[src/rtl/vsum_halving.sv]
module vsum_halving #(
  parameter int LANES = 8,
  parameter int W     = 32,
  parameter int CW    = $clog2(LANES) + 1
) (
  input  logic               clk,
  input  logic               rst_n,
  input  logic               start,
  input  logic               in_valid,
  input  logic               in_last,
  input  logic [CW-1:0]      in_count,
  input  logic [LANES*W-1:0] in_data,
  output logic [W-1:0]       sum,
  output logic               done
);
  localparam int HALF = LANES / 2;

  typedef enum logic [1:0] {S_IDLE = 2'd0, S_ACC = 2'd1, S_FOLD = 2'd2} state_t;

  state_t        st;
  logic [W-1:0]  part [LANES];
  logic [CW-1:0] len;
  logic [CW-1:0] half;

  assign half = len >> 1;

  always_ff @(posedge clk) begin
    if (!rst_n) begin
      st   <= S_IDLE;
      len  <= '0;
      sum  <= '0;
      done <= 1'b0;
      for (int i = 0; i < LANES; i++) part[i] <= '0;
    end else begin
      done <= 1'b0;
      if (start) begin
        st  <= S_ACC;
        len <= CW'(LANES);
        sum <= '0;
        for (int i = 0; i < LANES; i++) part[i] <= '0;
      end else begin
        case (st)
          S_ACC: if (in_valid) begin
            for (int i = 0; i < LANES; i++)
              if (CW'(i) < in_count) part[i] <= part[i] + in_data[i*W +: W];
            if (in_last) st <= S_FOLD;
          end
          S_FOLD: begin
            for (int i = 0; i < HALF; i++)
              if (CW'(i) < half) part[i] <= part[i] + part[i + int'(half)];
            len <= half;
            if (half == CW'(1)) begin
              st   <= S_IDLE;
              done <= 1'b1;
              sum  <= part[0] + part[1];
            end
          end
          default: ;
        endcase
      end
    end
  end
endmodule


[config.mk]
export PLATFORM = sky130hd
export DESIGN_NAME = vsum_halving
export DESIGN_NICKNAME = d
export VERILOG_FILES = /design/src/rtl/vsum_halving.sv
export SDC_FILE = /design/constraint.sdc
export NUM_CORES = 2
export LEC_CHECK = 0
export ABC_AREA = 1
export CORE_UTILIZATION = 61
export CTS_CLUSTER_DIAMETER = 120
export DETAILED_ROUTE_END_ITERATION = 8
export DONT_BUFFER_PORTS = 1
export PLACE_DENSITY_LB_ADDON = 0.08
export SKIP_LAST_GASP = 1
export SLEW_MARGIN = 20
export SYNTH_ARGS = -nofsm -noshare
export SYNTH_HDL_FRONTEND = slang
export SYNTH_SLANG_ARGS = --single-unit
export TNS_END_PERCENT = 5
[constraint.sdc]
create_clock -name clk -period 4.09 [get_ports clk]
set_clock_uncertainty 0.05 [all_clocks]
set_input_delay 0.409 -clock clk [delete_from_list [all_inputs] [get_ports clk]]
set_output_delay 0.409 -clock clk [all_outputs]
set_load 0.01 [all_outputs]
# Yosys cells after proc, flatten, opt, wreduce, memory -nomap -nowiden
# Memory sizes are Yosys's and may differ from the RTL's.
# Index checks and enable logic that the tools add are counted.
# word_totals
regBits	39
mem_bits_rw	256
inputBits	265
out_inout_bits	33
word_cells	174
memories	1
# op_classes
add_sub_neg	16
order_cmp	12
n_eq_ne	9
mux	100
bitwise	22
reduce_logical	8
# memory_table
name	depth	width	rd	rd_clocked_by_memory_dff	wr	line	rtl
part	8	32	12	0	8	21	logic [W-1:0] part [LANES];
# ops
cell	count
$mux 32	20
$add 32x32->32	13
$mux 1	74
$or 1x1->1	20
$lt 3x4->1 const A	4
$ne 3x3->1 const B	3
$lt 1x4->1 const A	2
$lt 2x4->1 const A	2
$mux 4	2
$reduce_and 4->1	2
$add 2x3->3 const A	2
$lt 1x3->1 const A	2
$lt 2x3->1 const A	2
$mux 2	3
$ne 2x2->1 const B	3
$pmux 2 s2	1
$reduce_bool 2->1	2
$add 1x3->3 const A	1
$eq 3x1->1 const B	1
$reduce_bool 3->1	1
$reduce_or 3->1	1
$eq 2x1->1 const B	1
$eq 2x2->1 const B	1
$not 1->1	2
other kinds (2)	2

# Depth between registers and ports, before layout
# depth
word_depth	9
depth_mapped	24
ltp_nobuf	20

# Worst setup path after synthesis
# Ideal clock, no wire load.
# synth_timing
path_kind	register to register
start	register len[2]
end	memory part[1][20], data pin
setup_time_ns	0.258
arrival_time_ns	3.998
required_time_ns	3.782
slack_ns	-0.216
path_stages_with_launch	23
n_path_buf	6
period_less_slack_ns	4.306
cell_sequence	dfxtp_1 inv_1 clkbuf_1 clkbuf_1 clkbuf_1 ha_1 clkbuf_1 clkbuf_1 clkbuf_1 nor2_1 o22a_1 ha_1 fa_1 nand2_1 o21ai_0 nand2_1 nand2_1 nand2_1 nand2_1 nand2_1 nand2_1 o21ai_0 nand2_1
# synth_rtl
item	line	rtl
from (decl)	22	logic [CW-1:0] len;
from (signal assigned)	38	len <= CW'(LANES);
from (signal assigned)	51	len <= half;
to (decl)	21	

==> flow_summary.yaml <==
status:
  status: "finished, violations left"
  violations: "negative setup slack"
setup_path:
  r2r_cells: 9
  arrival_ns: 4.27
  timing.rr.start: "st[1]"
  reg2reg_slack_ns: -0.01
  cp_max_fo: 32
  cp-endpoint: "part[4][6]"
  worstSetupPathType: "reg2reg"
  critPathCaptureType: "register"
  start_kind: "register"
  r2r_end: "part[4][6]"
  crit_path_start: "st[1]"
  cp.required_ns: 4.26
run:
  maxCapViolCount: 0
drt:
  via_per_inst: 6.50
  vias: 50600
  routedWlPerCell_um: 24.1
  drt_wl_total_um: 187000
  antenna_left: 0
  dr.pass1.iters: 9
  drt-initial-drc-count: 7007
  drc: 0
logic_synthesis:
  ys_seq_elements: 294
  synth_ff_type: "edfxtp_1"
  avgSynthCellArea_um2: 6.25
  synth_fp_nets: 7493
  yosysSeqAreaShare_pct: 19.1
  ys_warn_count: 0
  synthArstFlopShare_pct: 0
  synth-edff-count: 224
  synth_cell_types: 52
  synthCells: 6808
  netlist_area_um2: 42500
timing:
  period_share_pct: 100
  relSlewSlack_pct: 21.2
  fin_crit_ns: 4.10
  fin_ws_ns: -0.0107
  fmax_ghz: 0.244
  rsz0062_at_grt: "yes"
  hold_violations: 0
  setup_viol_count_final: 10
  worst_slew_pin_slew_ns: 1.18
  maxSlewViolCount: 0
final_layout:
  syn_to_final_growth_pct: 7.14
  nets: 7500
  final-seq-area_um2: 8140
  multiInputGateArea_um2: 31300
  layout-drive-gt1-share_pct: 3.62
  utilization_pct: 66.2
  fill_cells: 6510
placement:
  hpwlAfterDp_um: 154000
  port_buffers: 0
  pre_cts_slack_ns: 0.157
  gp_congestion: 1.15
hold_path:
  min_path_type: "in2reg"
die:
  core_area_um2: 68800
  fp.dieW_um: 266
  die_area_um2: 70800
  num_rows: 96
  initial_core_util_pct: 61.8
  io_pins: 298
  die_h_um: 266
clock_network:
  cts_tree: "done"
  clock_path_buffers: 3
  cts.sinks: 294
  cts_root_buffer: "clkbuf_16"
  htree_levels: 2
  cts_buffers: 40
  clkTransAtPathRegs_ns: 0.07
  clock_latency_ns: 0.60
grt:
  grt_max_degree: 131
  overflow: 0
  grt_pass1_vias: 45300
  antenna_found_initial: 18
  grt_pass1_wl_um: 275000
  grt_use_total_pct: 51.2
power:
  leakagePower_nw: 21.7
  powerDensity_nw_per_um2: 267
  vdd_ir_drop_max_v: 0.000418
[state kept, by name, summed over array words and instances, names as in the netlist]
signal / flops
st: 2
sum: 32
len: 3
done: 1
part: 256
[final cells by class]
type / instances / share of cell area, %
Clock inverter: 28 / 0.892
Antenna cell: 13 / 0.0714
Sequential cell: 294 / 17.9
Multi-Input combinational cell: 5702 / 68.8
Tap cell: 931 / 2.56
Clock buffer: 44 / 2.23
Timing Repair Buffer: 120 / 2.22
Inverter: 657 / 5.41
[critical path, cell delays in order (launching register included)]
cell and delay [ns]:
dfxtp_1 0.31, inv_1 0.08, nand3_1 0.35, nor3_4 0.27, buf_4 0.32, inv_2 0.22, nor2_1 0.93, inv_1 0.52
nand2_1 0.20, buf_4 0.45
[per-stage QoR]
| step | setup TNS (ns) | power (W) | hold WS [ns] | instances | cell area, um2 |
|---|---|---|---|---|---|
| 2_1_floorplan | -0.0541 | 0.00646 | 0.391 | 6808 | 42500 |
| 3_3_place_gp | 0 | 0.00790 | 0.399 | 7702 | 44100 |
| 3_5_place_dp | 0 | 0.00794 | 0.423 | 7702 | 44100 |
| 4_1_cts | 0 | 0.0118 | 0.0663 | 7776 | 45500 |
| 5_1_grt | -1.74 | 0.0125 | 0.0761 | 7783 | 45600 |
| 6_report | -0.0554 | 0.0121 | 0.0722 | 7789 | 45600 |
[worst min-delay path by stage]
stage / startpoint / endpoint / slack (ns) / cells after the start
after floorplan: st[1] / st[1] / 0.39 / 2
after global placement: st[1] / st[1] / 0.40 / 2
after detailed placement: st[1] / st[1] / 0.42 / 2
after CTS: rst_n / len[3] / 0.07 / 2
after global routing: rst_n / len[3] / 0.08 / 2
final: rst_n / len[3] / 0.07 / 2
[cell families (layout without fill, tap and decap cells)]
logic type | after synthesis | in the layout | share of synthesized area [%]
muxes | 240 | 240 | 5.65
xor gates and xnor gates | 91 | 91 | 1.87
buffers and inverters | 812 | 849 | 7.28
adders and majority gates | 420 | 420 | 12.6
DFF | 294 | 294 | 19.1
AOI/OAI and AO/OA | 1613 | 1613 | 21.3
and+or+nand+nor | 3338 | 3338 | 32.2
other | 0 | 13 | 0
[placed cells by master, fill, tap and decap left out, drive strengths merged, types with 66 or more instances in the layout]
master | synthesis | final
a21oi | 648 | 648
buf | 40 | 118
dfxtp | 70 | 70
edfxtp | 224 | 224
ha | 407 | 407
inv | 655 | 656
mux2i | 240 | 240
nand2 | 1734 | 1734
nand3 | 406 | 406
nand4 | 66 | 66
nor2 | 920 | 920
nor3 | 88 | 88
o21ai | 651 | 651
o22a | 124 | 124
[report_power, final]
part	internal, W	switching [W]
clock	0.00238	0.00160
combinational	0.00141	0.00304
sequential	0.00336	0.000364
total	0.00714	0.00500
[synth_stat cells, types with 11 or more instances]
master,number,area [um2]
a21boi_0,15,113
a21o_1,44,330
a21oi_1,646,3230
buf_2,37,185
clkbuf_1,115,432
dfxtp_1,70,1400
edfxtp_1,224,6730
fa_1,13,260
ha_1,407,5090
inv_1,647,2430
mux2i_1,240,2400
nand2_1,1732,6500
nand3_1,406,2030
nand3b_1,47,353
nand4_1,66,413
nor2_1,917,3440
nor3_1,86,430
nor4_1,24,150
o211ai_1,11,82.6
o21a_1,48,360
o21ai_0,648,3240
o21bai_1,31,233
o22a_1,124,1090
o22ai_1,12,75.1
or2_2,38,238
xnor2_1,33,289
xor2_1,58,508
[per-layer routing]
layer	share of wire (%)	GRT usage (%)
met5	0.050	0
met4	9.7	41.8
met3	14	15.5
met2	40	74.6
met1	36	62.3
[timing repair]
action | in CTS | in global routing
hold buffers | 2 | 0
gates resized for setup | 0 | 3
hold endpoints to repair | 2 | 0
buffers inserted | 0 | 0
setup endpoints to repair | 0 | 57
Power figures use the tool's default switching activity.
